==> src/rtl/vgs_pkg.sv <==
package vgs_pkg;
  localparam int REG_W   = 3;
  localparam int IMM_W   = 7;
  localparam int SH_NARROW = 2;
  localparam int SH_WIDE   = 3;
  localparam logic [7:0] TOP_PATTERN = 8'b1111_1101;
  localparam logic [2:0] MID_PATTERN = 3'b111;

  typedef struct packed {
    logic             match;
    logic             bank_hi;
    logic             is_load;
    logic             wide;
    logic             add;
    logic             wb;
    logic [REG_W-1:0] dst;
    logic [REG_W-1:0] areg;
    logic [IMM_W-1:0] imm;
  } vgs_fields_t;
endpackage

==> src/rtl/vgs_field_split.sv <==
module vgs_field_split
  import vgs_pkg::*;
(
  input  logic [31:0] word,
  output vgs_fields_t fields
);
  always_comb begin
    fields.match   = (word[31:24] == TOP_PATTERN) && !word[16] && word[12] &&
                     (word[11:9] == MID_PATTERN);
    fields.bank_hi = word[22] | word[7];
    fields.is_load = word[20];
    fields.wide    = word[8];
    fields.add     = word[23];
    fields.wb      = word[21];
    fields.dst     = word[15:13];
    fields.areg    = word[19:17];
    fields.imm     = word[6:0];
  end
endmodule

==> src/rtl/vgs_offset_gen.sv <==
module vgs_offset_gen
  import vgs_pkg::*;
#(
  parameter int OFF_W = 32
) (
  input  logic [IMM_W-1:0] imm,
  input  logic             wide,
  input  logic             add,
  output logic [OFF_W-1:0] offset
);
  localparam int PAD_W = OFF_W - IMM_W;

  logic [OFF_W-1:0] ext;
  logic [OFF_W-1:0] mag;

  generate
    if (PAD_W > 0) begin : g_pad
      assign ext = {{PAD_W{1'b0}}, imm};
    end else begin : g_trunc
      assign ext = imm[OFF_W-1:0];
    end
  endgenerate

  always_comb begin
    mag    = wide ? (ext << SH_WIDE) : (ext << SH_NARROW);
    offset = add ? mag : (~mag + 1'b1);
  end
endmodule

==> src/rtl/vgs_legality.sv <==
module vgs_legality
  import vgs_pkg::*;
(
  input  vgs_fields_t fields,
  input  logic        vec_en,
  output logic        illegal
);
  logic same_reg_load;

  always_comb begin
    same_reg_load = fields.is_load && (fields.dst == fields.areg);
    illegal       = !fields.match || !vec_en || fields.bank_hi || same_reg_load;
  end
endmodule

==> src/rtl/vgs_imm_decode.sv <==
module vgs_imm_decode
  import vgs_pkg::*;
#(
  parameter int OFF_W = 32
) (
  input  logic             clk,
  input  logic             rst_n,
  input  logic             vec_en,
  input  logic             in_valid,
  input  logic [31:0]      in_word,
  output logic             out_valid,
  output logic             out_illegal,
  output logic             out_is_load,
  output logic             out_wide,
  output logic             out_wb,
  output logic [REG_W-1:0] out_dst,
  output logic [REG_W-1:0] out_areg,
  output logic [OFF_W-1:0] out_offset
);
  // reset release synchronizer
  logic rst_meta, rst_q;
  always_ff @(posedge clk or negedge rst_n) begin
    if (!rst_n) begin
      rst_meta <= 1'b0;
      rst_q    <= 1'b0;
    end else begin
      rst_meta <= 1'b1;
      rst_q    <= rst_meta;
    end
  end

  vgs_fields_t      fld;
  logic             ill;
  logic [OFF_W-1:0] off;

  vgs_field_split u_split (.word(in_word), .fields(fld));

  vgs_offset_gen #(.OFF_W(OFF_W)) u_off (
    .imm(fld.imm), .wide(fld.wide), .add(fld.add), .offset(off)
  );

  vgs_legality u_legal (.fields(fld), .vec_en(vec_en), .illegal(ill));

  // next-state
  logic             nxt_illegal, nxt_is_load, nxt_wide, nxt_wb;
  logic [REG_W-1:0] nxt_dst, nxt_areg;
  logic [OFF_W-1:0] nxt_offset;

  always_comb begin
    nxt_illegal = ill;
    nxt_is_load = ill ? 1'b0 : fld.is_load;
    nxt_wide    = ill ? 1'b0 : fld.wide;
    nxt_wb      = ill ? 1'b0 : fld.wb;
    nxt_dst     = ill ? '0 : fld.dst;
    nxt_areg    = ill ? '0 : fld.areg;
    nxt_offset  = ill ? '0 : off;
  end

  // registers
  always_ff @(posedge clk or negedge rst_q) begin
    if (!rst_q) begin
      out_valid <= 1'b0;
    end else begin
      out_valid <= in_valid;
    end
  end

  always_ff @(posedge clk or negedge rst_q) begin
    if (!rst_q) begin
      out_illegal <= 1'b0;
      out_is_load <= 1'b0;
      out_wide    <= 1'b0;
      out_wb      <= 1'b0;
      out_dst     <= '0;
      out_areg    <= '0;
      out_offset  <= '0;
    end else if (in_valid) begin
      out_illegal <= nxt_illegal;
      out_is_load <= nxt_is_load;
      out_wide    <= nxt_wide;
      out_wb      <= nxt_wb;
      out_dst     <= nxt_dst;
      out_areg    <= nxt_areg;
      out_offset  <= nxt_offset;
    end
  end

  // assertions
  a_r1_valid_follows: assert property (@(posedge clk) disable iff (!rst_q)
    in_valid |=> out_valid);
  a_r1_valid_idle: assert property (@(posedge clk) disable iff (!rst_q)
    !in_valid |=> !out_valid);
  a_r2_top_mismatch: assert property (@(posedge clk) disable iff (!rst_q)
    (in_valid && in_word[31:24] != TOP_PATTERN) |=> out_illegal);
  a_r3_direction: assert property (@(posedge clk) disable iff (!rst_q)
    (out_valid && !out_illegal) |-> (out_is_load == $past(in_word[20])));
  a_r6_narrow_align: assert property (@(posedge clk) disable iff (!rst_q)
    (out_valid && !out_illegal && !out_wide) |-> (out_offset[1:0] == 2'b00));
  a_r9_load_regs_differ: assert property (@(posedge clk) disable iff (!rst_q)
    (out_valid && !out_illegal && out_is_load) |-> (out_dst != out_areg));
  a_r10_disabled: assert property (@(posedge clk) disable iff (!rst_q)
    (in_valid && !vec_en) |=> out_illegal);
  a_r12_illegal_zero: assert property (@(posedge clk) disable iff (!rst_q)
    out_illegal |-> (out_offset == '0 && out_dst == '0 && out_areg == '0 &&
                     !out_is_load && !out_wide && !out_wb));
  a_r13_hold: assert property (@(posedge clk) disable iff (!rst_q)
    !in_valid |=> ($stable(out_offset) && $stable(out_illegal) &&
                   $stable(out_dst) && $stable(out_areg)));
endmodule

==> config.mk <==
export PLATFORM = sky130hd
export DESIGN_NAME = vgs_imm_decode
export DESIGN_NICKNAME = d
export VERILOG_FILES = /design/src/rtl/vgs_pkg.sv /design/src/rtl/vgs_field_split.sv /design/src/rtl/vgs_offset_gen.sv /design/src/rtl/vgs_legality.sv /design/src/rtl/vgs_imm_decode.sv
export SDC_FILE = /design/constraint.sdc
export NUM_CORES = 1
export LEC_CHECK = 0
export BUFFER_PORTS_ARGS = -buffer_cell sky130_fd_sc_hd__buf_2
export CELL_PAD_IN_SITES_DETAIL_PLACEMENT = 1
export CELL_PAD_IN_SITES_GLOBAL_PLACEMENT = 2
export CORE_MARGIN = 3
export CORE_UTILIZATION = 24
export CTS_CLUSTER_DIAMETER = 30
export DETAILED_ROUTE_END_ITERATION = 6
export HOLD_SLACK_MARGIN = 0.03
export PLACE_DENSITY_LB_ADDON = 0.08
export SLEW_MARGIN = 15
export SYNTH_ARGS = -nofsm -noshare
export SYNTH_HDL_FRONTEND = slang
export SYNTH_SLANG_ARGS = --single-unit
==> constraint.sdc <==
create_clock -name clk -period 0.98 [get_ports clk]
set_clock_uncertainty 0.15 [all_clocks]
set_input_delay 0.098 -clock clk [delete_from_list [all_inputs] [get_ports clk]]
set_output_delay 0.098 -clock clk [all_outputs]
set_load 0.05 [all_outputs]
Word level (Yosys, flattened, before mapping). Cells that the tools add are included. Widths: inputs -> output; s select.

Add/subtract/negate cells: 1. Muxes and demuxes: 8. Reductions and logical operators: 10. Equal/unequal tests: 3. Bitwise operators: 2.

Operators by type and width (number): $mux 32 (2); $add 32x1->32 const B (1); $not 32->32 (1); $mux 10 (1); $eq 8x8->1 const B (1); $mux 3 (2); $logic_and 1x1->1 (4); $eq 3x3->1 (1); $eq 3x3->1 const B (1); $logic_not 1->1 (3); $logic_or 1x1->1 (3); $mux 1 (3); $or 1x1->1 (1).

Output and inout bits: 43. Input port bits: 36. Register bits: 45.

Longest topological paths before layout. Gate-level depths: netlist (run 1).

Word-level depth: 9. Gate-level depth with buffers: 9. Depth with buffers taken out: 8.

Modules after synthesis. From an unflattened synthesis (run 1), not the netlist that was laid out.

Cell total of the unflattened synthesis: 296. Area total of the unflattened synthesis: 2693.8 um^2.

By module, submodules not included: vgs_imm_decode (instances 1, seq. area each 1126.1 um^2, cells an instance 183, area an instance 1940.6 um^2); vgs_offset_gen (instances 1, seq. area each 0.0 um^2, cells an instance 85, area an instance 539.3 um^2); vgs_field_split (instances 1, seq. area each 0.0 um^2, cells an instance 23, area an instance 172.7 um^2); vgs_legality (instances 1, seq. area each 0.0 um^2, cells an instance 5, area an instance 41.3 um^2).

Worst setup path before layout (run 1). Ideal clock, no wire load.

Path type: input to register. Start point: in in_word[8]. End point: reg out_offset[24]. Data arrival time: 1.700 ns. Stages on the path: 7. Required time: 0.704 ns. Path slack: -0.996 ns. Path buffers: 1. Setup time: 0.126 ns. Path through: clkbuf_8 > mux2i_1 > ha_1 > or4b_4 > a2111oi_0 > or4_1 > o21ai_0.

Longest elaborated chain between the ends: 5.

RTL lines: from (decl) (RTL line vgs_imm_decode.sv:10) `input logic [31:0] in_word,`; $mux 10 (RTL line vgs_offset_gen.sv:25) `mag = wide ? (ext << SH_WIDE) : (ext << SH_NARROW);`; $not 32->32 (RTL line vgs_offset_gen.sv:26) `offset = add ? mag : (~mag + 1'b1);`; $add 32x1->32 (RTL line vgs_offset_gen.sv:26); $mux 32 (RTL line vgs_offset_gen.sv:26); $mux 32 (RTL line vgs_imm_decode.sv:56) `nxt_offset = ill ? '0 : off;`; to (signal assigned) (RTL line vgs_imm_decode.sv:84) `out_offset <= nxt_offset;`; to (decl) (RTL line vgs_imm_decode.sv:18) `output logic [OFF_W-1:0] out_offset`.

No other way between the ends. A chain may end at the register's enable or synchronous reset.

Worst setup path in the final report (run 1).
Start point: in in_word[8]. End point: reg out_offset[8].

Longest elaborated chain between the ends: 5.

RTL lines (RTL line): $mux 10 (*) (vgs_offset_gen.sv:25); $not 32->32 (vgs_offset_gen.sv:26); $add 32x1->32 (vgs_offset_gen.sv:26); $mux 32 (*) (vgs_offset_gen.sv:26); $mux 32 (*) (vgs_imm_decode.sv:56).

Mark *: on every way between the ends. The rest lies on a longest branch, timed or not.

==> summary.md, run 1 <==
| Metric | Value |
|---|---|
| Status | finished with violations |
| Failing checks | setup timing |
| Leading area contributor after synthesis | dfrtp_1 |
| Final setup TNS | -14.83 ns |
| Min Tclk post-route | between 1.5 and 2 ns |
| CP max-delay cell | or4b_4 |
| Die area | ~8000 um2 |
| Initial antenna violation count | 0 |
| Top FF cell, synth | dfrtp_1 |
| P_sw | between 0.7 and 0.8 mW |
| Final instance area | approximately 3200 um2 |
| Place WS | -1.07 ns |
| Reg-to-Reg Start | out_dst[0] |
| CTS clock-pin slew for the worst setup and hold paths | around 0.1 ns |
| Overall routing resource usage | around 14% |
| Number of synthesized flops with an enable pin | 0 |
| Clock tree from TritonCTS | yes |
| Critical Path AT | between 1.5 and 2 ns |
| Worst EP required | approximately 1.0 ns |
| Detailed Routing Iterations Pass 1 | 4 |
| Int Power | 1.72 mW |
| Switching power share of the total | between 20 and 30% |
| Critical path, cell by cell | buf_8, mux2i_4, ha_2, or4b_4, nor2_4, mux2i_1, o21a_1, o32ai_2 |
| Final Slew Violations | 0 |
| Die Ht | 89.2 um |
| Worst skew pair latency | around 0.28 ns |
| Yosys top cell area share | a little over two fifths |
| Clock Sinks | 28 |
| Ports | 79 |
| Placer congestion estimate | around 0.76 |
| Pin count of the biggest net entering global routing | 27 |
| Cell Area, Synth | 1660 um2 |
| Post-synth ARST share | 100% |
| Global-route wire length before repair | 8940 um |
| Hpwl dp | approximately 4000 um |
| Syn_area_per_cell | 9.83 um2 |
| Min-Delay Path Class | input pin to register |
| Worst path max stage delay | ~0.5 ns |
| CORE AREA | between 6000 and 7000 um2 |
| Area contributors post-synth | dfrtp_1 42%, buf_4 7.7%, o2bb2ai_1 7.4% |
| Pwr dens | 759 nW/um2 |
| Post-synth top cells | 28 x dfrtp_1, 17 x buf_4, 17 x nand2_1, 14 x o2bb2ai_1 |
| CP startpoint | in_word[8] |
| # diodes | 0 |
| Clock network fraction of total power | 28.1% |
| VDD IR-drop max | slightly below 500 uV |
| Die W | between 80 and 90 um |
| Post-synthesis instance total | between 150 and 200 |
| Routed WL | 5910 um |
| Period utilization | 171% |
| Distinct cells, synth | 44 |
| Vias in the first global route | roughly 1900 |
| IO Port Bufs | 76 |
| Layout area overhead | 91.6% |
| CTS buffer count | 3 |
| Clk buf depth | 2 |
| WL/cell | 16.4 um |
| Peak Freq | slightly below 0.6 GHz |
| Hold Startpoint | in_valid |
| Most common cell in the netlist | dfrtp_1 |
| Area post-placement | between 2000 and 2500 um2 |
| Final hold vios | 0 |
| Row cnt | 29 |
| Power Total | between 2 and 2.5 mW |
| Critical path fanouts, max | 4 |
| CTS root buf | clkbuf_8 |
| CP Launch Type | input pin |
| Ratio of cells with drive above 1 in the final layout | between 60% and 70% |
| Final setup viols | 66 |
| Total number of vias | 1671 |
| RSZ-0062 raised after global routing | true |
| Worst setup margin | -0.699 ns |
| Reg power frac | between 40% and 50% |
| Sequential area share after synthesis | a little over two fifths |
| Htree depth | 1 |
| Synth Register Bits | 28 |
| DRT antenna net count | 0 |
| DR DRC count | 0 |
| Max-cap violations | 0 |
| Vias/cell | roughly 4.6 |
| Initial Util | 25.4% |
| Nets | 322 |
| Crit Path Class | input pin to register |
| P_leak | 1.42 nW |
| Combinational power share | a little under a quarter |
| Drt initial violations | 28 |
| Worst setup EP type | register |
| GRT Residual Overflow | 0 |
| Ys Warns | 0 |
| Final core occ | 48.7% |
-- path summary, 6_finish.rpt --
check,end,slack (ns),cells past startpoint
setup reg to reg,out_dst[0],-0.06,3
setup / recovery,out_offset[8],-0.70,8
max in group asynchronous,rst_q,0.05,3
hold reg to reg,out_offset[5],0.06,1
hold / removal,out_offset[28],0.05,4
min in group asynchronous,out_offset[5],0.06,1
-- cell usage in the layout (no fill, tap or decap), drive strengths merged, types with 3 or more instances in the layout --
master	n
buf	126
dfrtp	28
nand2	18
o2bb2ai	14
dlygate4sd3	10
nor2	10
inv	9
o21ai	8
xnor2	5
mux2i	5
o32ai	4
clkbuf	4
a21oi	4
conb	3
-- routing by layer --
layer	track usage (%)	vias up	routed length, um
li1	-	804	-
met1	17.3	821	2390
met2	27.0	42	3290
met3	2.40	4	186
met4	3.11	0	48
met5	0	-	0
-- sequential cells by signal, summed over array words and instances, names as in the netlist --
register     cells
out_areg         3
out_dst          3
out_illegal      1
out_is_load      1
out_offset      15
out_valid        1
out_wb           1
out_wide         1
rst_meta         1
rst_q            1
-- per-stage QoR --
step / hold WS (ns) / instances
2_1_floorplan: -0.348 / 170
3_3_place_gp: -0.267 / 325
6_report: 0.0513 / 360
3_5_place_dp: -0.263 / 325
5_1_grt: 0.0435 / 360
4_1_cts: 0.0295 / 351
-- power by group through the flow --
| stage | clock, mW | sequential, mW | combinational (mW) |
|---|---|---|---|
| after global routing | 0.776 | 1.17 | 0.625 |
| after detailed placement | 0 | 1.19 | 0.443 |
| after global placement | 0 | 1.19 | 0.430 |
| final | 0.679 | 1.16 | 0.573 |
| after floorplan | 0 | 1.21 | 0.227 |
| after CTS | 0.713 | 1.16 | 0.529 |
-- repair_timing --
| action | 4_1_cts | 5_1_grt |
|---|---|---|
| resized for setup | 116 | 32 |
| pin swaps | 15 | 20 |
| setup endpoints to repair | 66 | 66 |
| hold endpoints to repair | 11 | 0 |
| hold buffers | 10 | 0 |
| setup buffers | 14 | 13 |
-- cells by family after synthesis --
group / after synthesis / synth area share (%)
and+or+nand+nor: 48 / 16.0
AOI/OAI and AO/OA: 40 / 18.4
buffers and inverters: 37 / 14.8
DFF: 28 / 42.2
xor gates and xnor gates: 7 / 3.69
muxes: 5 / 3.01
adders and majority gates: 2 / 1.51
other: 2 / 0.452
-- layout make-up --
cell class,count,area [um2]
flip-flops and latches,28,713
clock buffers,4,45.0
well taps,77,96.3
inverters,10,37.5
multi-input cells,105,1090
repair buffers,136,1200
fillers,699,3350
-- critical path, delay by kind of cell --
| family | cells | cell delay, ns |
|---|---|---|
| AND/OR/NAND/NOR | 2 | 0.61 |
| AO/OA/AOI/OAI | 2 | 0.43 |
| multiplexers | 2 | 0.30 |
| adder cells (fa/ha/maj) | 1 | 0.20 |
| buffers and inverters | 1 | 0.09 |
Power figures use the tool's default switching activity.
==> run 2, diff against run 1 <==
--- a/config.mk
+++ b/config.mk
@@ -12,6 +12,7 @@
 export CORE_UTILIZATION = 24
 export CTS_CLUSTER_DIAMETER = 30
 export DETAILED_ROUTE_END_ITERATION = 6
+export GPL_TIMING_DRIVEN = 0
 export HOLD_SLACK_MARGIN = 0.03
 export PLACE_DENSITY_LB_ADDON = 0.08
 export SLEW_MARGIN = 15
==> summary.md, run 2 (synthesis gave the netlist of run 1 again) <==
| Metric | Value |
|---|---|
| Most frequent cells in the layout | 48 x buf_6, 33 x buf_4, 28 x buf_2 |
| WL/cell | approximately 16 um |
| DR top layer | met4 |
| Worst slew margin relative to its limit | 65.2% |
| Max reg flops | 15 |
| Worst-case hold slack | approximately 0.075 ns |
| Critical path, cell by cell | buf_8, clkbuf_16, mux2i_4, ha_4, or4b_4, o21bai_1, xnor2_1, nor2_1, o32ai_2 |
| Crit Path Class | input pin to register |
| Clk buf depth | 2 |
| Clock Sinks | 28 |
| Die W | 89.2 um |
| Final hold vios | 0 |
| CTS buffer count | 3 |
| Hold Startpoint | in_word[0] |
| Combinational power share | 23.3% |
| Die Ht | a little under 90 um |
| Worst slew pin tran | ~0.52 ns |
| DR DRC count | 0 |
| Worst setup EP type | register |
| CORE AREA | around 6500 um2 |
| Fill count | 715 |
| Pin count of the biggest net entering global routing | 27 |
| Area post-placement | approximately 2300 um2 |
| Min Tclk post-route | around 1.8 ns |
| Clock network fraction of total power | between 20 and 30% |
| GRT Residual Overflow | 0 |
| Register bank with the most flops | out_offset |
| Ports | 79 |
| # diodes | 0 |
| Reg area | about 720 um2 |
| Vias/cell | between 4 and 5 |
| Failing checks | setup timing |
| Period utilization | 181% |
| Vias in the first global route | about 1700 |
| Drt initial violations | 36 |
| Max-cap violations | 0 |
| Overall routing resource usage | ~14% |
| IO Port Bufs | between 70 and 80 |
| Met1 Wirelength | 2490 um |
| Worst EP required | 1.02 ns |
| Hpwl dp | 3780 um |
| Status | finished with violations |
| Total number of vias | approximately 1700 |
| Nets | 335 |
| Reg power frac | approximately 50% |
| Row cnt | 29 |
| Critical path fanouts, max | 4 |
| Peak Freq | 0.565 GHz |
| Ratio of cells with drive above 1 in the final layout | 63.5% |
| Clock tree from TritonCTS | yes |
| Largest delay share family, worst path | simple AND/OR/NAND/NOR gates |
| Initial antenna violation count | 0 |
| DR WL met2 | around 3200 um |
| P_sw | roughly 0.66 mW |
| Worst path max stage delay | ~0.50 ns |
| VDD IR-drop max | around 840 uV |
| P_leak | ~1.5 nW |
| Reg-to-Reg Start | out_is_load |
| Routed WL | 5850 um |
| Most common cell after layout, fill and taps aside | buf_6 |
| Footprint of the multi-input gates | a little over 1000 um2 |
| CP startpoint | in_word[8] |
| Layout area overhead | 104% |
| RSZ-0062 raised after global routing | true |
| Final instance area | around 3400 um2 |
| Final Slew Violations | 0 |
| CTS root buf | clkbuf_8 |
| Final setup viols | 66 |
| Placer congestion estimate | 0.716 |
| Met3 WL | around 170 um |
| Worst skew pair latency | around 0.26 ns |
| Switching power share of the total | between 20% and 30% |
| Critical Path AT | 1.81 ns |
| CP max-delay cell | or4b_4 |
| Detailed Routing Iterations Pass 1 | 4 |
| Initial Util | between 20% and 30% |
| CTS clock-pin slew for the worst setup and hold paths | around 0.1 ns |
| WP buf/inv | 2 |
| Global-route wire length before repair | around 8600 um |
| Int Power | between 1.5 and 2 mW |
| CP Launch Type | input pin |
| DRT antenna net count | 0 |
| Min-Delay Path Class | input pin to register |
| Htree depth | 1 |
| Worst setup margin | -0.790 ns |
| Die area | 7960 um2 |
| Pwr dens | approximately 700 nW/um2 |
| Largest registers | out_offset: 15 flops, out_areg: 3 flops, out_dst: 3 flops |
[run 2: cell types whose count changed in the layout (fill, tap and decap cells not counted), sizes merged]
cell,change
buf,+6
clkbuf,+6
clkinvlp,+1
dlygate4sd3,+1
inv,-1
[run 2: area by class of cell]
class                   count  area share (%)
repair buffers            122            33.5
well taps                  77            2.84
plain buffers              27            9.93
inverters                  10            1.26
flip-flops and latches     28            21.1
clock buffers               4            1.33
multi-input cells         105            30.1
[run 2: repair_timing]
action / 4_1_cts / 5_1_grt
setup endpoints to repair: 66 / 69
buffers inserted: 23 / 14
hold buffers: 11 / 1
gates cloned: 1 / 0
pin swaps: 17 / 26
gates resized for setup: 115 / 36
endpoints found under the hold margin: 11 / 2
[run 2: through the flow]
step	setup TNS (ns)	instances	total power, mW	setup slack [ns]	util, %
floorplan	-12.02	170	1.44	-0.963	-
global placement	-20.29	321	1.59	-1.34	35.8
detailed placement	-20.75	321	1.59	-1.36	35.8
CTS	-19.31	360	2.35	-0.841	47.4
global route	-21.17	373	2.51	-0.855	51.9
finish	-18.62	373	2.38	-0.790	51.9
[run 2: worst paths after layout]
check	to	slack, ns	depth (start not counted)
setup reg to reg	out_is_load	-0.06	3
hold / removal	out_offset[2]	0.07	3
min in group asynchronous	out_offset[4]	0.09	0
hold reg to reg	out_offset[4]	0.09	0
max in group asynchronous	rst_q	0.05	3
setup / recovery	out_offset[8]	-0.79	9
[run 2: metal layers]
| metal | global-route usage [%] | vias up |
|---|---|---|
| met1 | 18.2 | 848 |
| li1 | - | 828 |
| met2 | 24.8 | 39 |
| met3 | 2.49 | 2 |
| met5 | 0 | - |
| met4 | 1.22 | 0 |
[run 2: worst register-to-register path, delay by kind of cell (launching register included)]
family          cells  cell delay, ns
flops               1            0.40
buf+inv             2            0.27
compound gates      1            0.10
[run 2: power groups by stage]
stage	sequential, mW	clock (mW)	combinational [mW]
final	1.18	0.641	0.556
after global routing	1.19	0.724	0.600
after CTS	1.19	0.679	0.481
after detailed placement	1.21	0	0.381
after global placement	1.21	0	0.380
after floorplan	1.21	0	0.227
==> run 3, diff against run 2 <==
--- a/config.mk
+++ b/config.mk
@@ -15,6 +15,7 @@
 export GPL_TIMING_DRIVEN = 0
 export HOLD_SLACK_MARGIN = 0.03
 export PLACE_DENSITY_LB_ADDON = 0.08
+export RECOVER_POWER = 100
 export SLEW_MARGIN = 15
 export SYNTH_ARGS = -nofsm -noshare
 export SYNTH_HDL_FRONTEND = slang
==> summary.md, run 3 (synthesis gave the netlist of run 1 again) <==
| Metric | Value |
|---|---|
| Int Power | approximately 1.7 mW |
| Final setup viols | 66 |
| Status | finished with violations |
| Worst skew pair latency | 0.26 ns |
| Initial Util | 25.4% |
| Ratio of cells with drive above 1 in the final layout | roughly 63% |
| DR DRC count | 0 |
| Worst setup margin | -0.789 ns |
| Clock tree from TritonCTS | yes |
| Min-Delay Path Class | input pin to register |
| CP max-delay cell | or4b_4 |
| CTS buffer count | 3 |
| GRT Residual Overflow | 0 |
| RSZ-0062 raised after global routing | true |
| Total number of vias | about 1700 |
| Worst slew margin relative to its limit | between 50% and 60% |
| Reg power frac | roughly 50% |
| Worst setup EP type | register |
| Max reg flops | 15 |
| Clock network fraction of total power | between 20 and 30% |
| Pwr dens | between 700 and 800 nW/um2 |
| Switching power share of the total | between 20% and 30% |
| Critical path, cell by cell | buf_8, clkbuf_16, mux2i_4, ha_4, or4b_4, o21bai_1, xnor2_1, nor2_1, o32ai_2 |
| Failing checks | setup timing |
| WL/cell | between 15 and 20 um |
| Period utilization | 180% |
| Worst path max stage delay | approximately 0.50 ns |
| Worst EP required | ~1.0 ns |
| Nets | approximately 340 |
| CP Launch Type | input pin |
| Vias/cell | 4.60 |
| IO Port Bufs | 74 |
| Layout area overhead | 104% |
| Overall routing resource usage | between 10% and 20% |
| FF-to-FF setup slack | -0.06 ns |
| Worst slew pin tran | 0.616 ns |
| Row cnt | 29 |
| # diodes | 0 |
| Combinational power share | approximately a quarter |
| P_sw | roughly 0.66 mW |
| Placer congestion estimate | 0.716 |
| CTS clock-pin slew for the worst setup and hold paths | around 0.1 ns |
| Final Slew Violations | 0 |
| Vias in the first global route | 1704 |
| Most frequent cells in the layout | 48 x buf_6, 33 x buf_4, 26 x buf_2 |
| Met3 WL | approximately 170 um |
| Htree depth | 1 |
| Fill count | 716 |
| CORE AREA | 6530 um2 |
| Detailed Routing Iterations Pass 1 | 4 |
| Clock Sinks | 28 |
| Die area | ~8000 um2 |
| Ports | between 70 and 80 |
| Peak Freq | between 0.5 and 0.6 GHz |
| Register bank with the most flops | out_offset |
| Clk buf depth | 2 |
| P_leak | 1.52 nW |
| Min Tclk post-route | ~1.8 ns |
| Initial antenna violation count | 0 |
| Global-route wire length before repair | between 8000 and 9000 um |
| Met1 Wirelength | about 2500 um |
| Max-cap violations | 0 |
| CTS root buf | clkbuf_8 |
| DR top layer | met4 |
| Die Ht | about 90 um |
| Drt initial violations | 24 |
| Critical path fanouts, max | 4 |
| Final hold vios | 0 |
| VDD IR-drop max | between 800 and 900 uV |
| DR WL met2 | between 3000 and 4000 um |
| Die W | about 89 um |
| Hpwl dp | roughly 3800 um |
| Pin count of the biggest net entering global routing | 27 |
| Worst-case hold slack | around 0.075 ns |
| Routed WL | between 5000 and 6000 um |
| Crit Path Class | input pin to register |
| DRT antenna net count | 0 |
| Most common cell after layout, fill and taps aside | buf_6 |
| Final core occ | 51.8% |
| Critical Path AT | between 1.5 and 2 ns |
| Largest registers | out_offset: 15 flops, out_areg: 3 flops, out_dst: 3 flops |
-- run 3: cell count changes in the layout (fill, tap and decap cells not counted), sizes merged --
cell / change
buf: -2
clkbuf: +2
-- run 3: layout make-up --
class,count,area (um2),share of cell area [%]
clock buffers,4,45.0,1.33
flip-flops and latches,28,713,21.1
well taps,77,96.3,2.85
plain buffers,27,337,9.94
inverters,10,42.5,1.26
repair buffers,122,1130,33.5
multi-input cells,105,1020,30.1
-- run 3: power by group through the flow --
stage	combinational, mW	clock (mW)	sequential, mW
6_report	0.556	0.642	1.18
5_1_grt	0.599	0.724	1.19
4_1_cts	0.481	0.679	1.19
3_5_place_dp	0.381	0	1.21
3_3_place_gp	0.380	0	1.21
2_1_floorplan	0.227	0	1.21
-- run 3: final timing paths --
check                                 start            end  cells after the start
worst max-delay path             in_word[8]  out_offset[8]                      9
worst max register to register  out_is_load    out_is_load                      3
max in group asynchronous             rst_n          rst_q                      3
worst min-delay path             in_word[0]  out_offset[2]                      3
worst min register to register        rst_q  out_offset[4]                      0
min in group asynchronous             rst_q  out_offset[4]                      0
-- run 3: repair_timing --
| item | in CTS | in global routing |
|---|---|---|
| endpoints found under the hold margin | 11 | 2 |
| gates resized for setup | 115 | 36 |
| pin swaps | 17 | 26 |
| hold buffers | 11 | 1 |
| setup buffers | 23 | 14 |
| setup endpoints to repair | 66 | 69 |
| cloned | 1 | 0 |
-- run 3: metrics by stage --
stage | total power, mW | instance area, um2 | TNS, ns | instances | worst slack, ns
finish | 2.38 | 3380 | -18.65 | 373 | -0.789
CTS | 2.35 | 3100 | -19.31 | 360 | -0.841
floorplan | 1.44 | 1870 | -12.02 | 170 | -0.963
global placement | 1.59 | 2340 | -20.29 | 321 | -1.34
global route | 2.51 | 3380 | -21.19 | 373 | -0.855
detailed placement | 1.59 | 2340 | -20.75 | 321 | -1.36
-- run 3: critical path, delay by kind of cell --
kind / cells / cell delay, ns
AOI/OAI and AO/OA: 2 / 0.37
and+or+nand+nor: 2 / 0.57
buffers and inverters: 2 / 0.20
muxes: 1 / 0.25
adders and majority gates: 1 / 0.16
xor gates and xnor gates: 1 / 0.15
-- run 3: routing by layer --
metal | vias up | track usage, %
met1 | 849 | 18.2
met5 | - | 0
met2 | 39 | 24.8
met3 | 2 | 2.49
met4 | 0 | 1.22
li1 | 827 | -
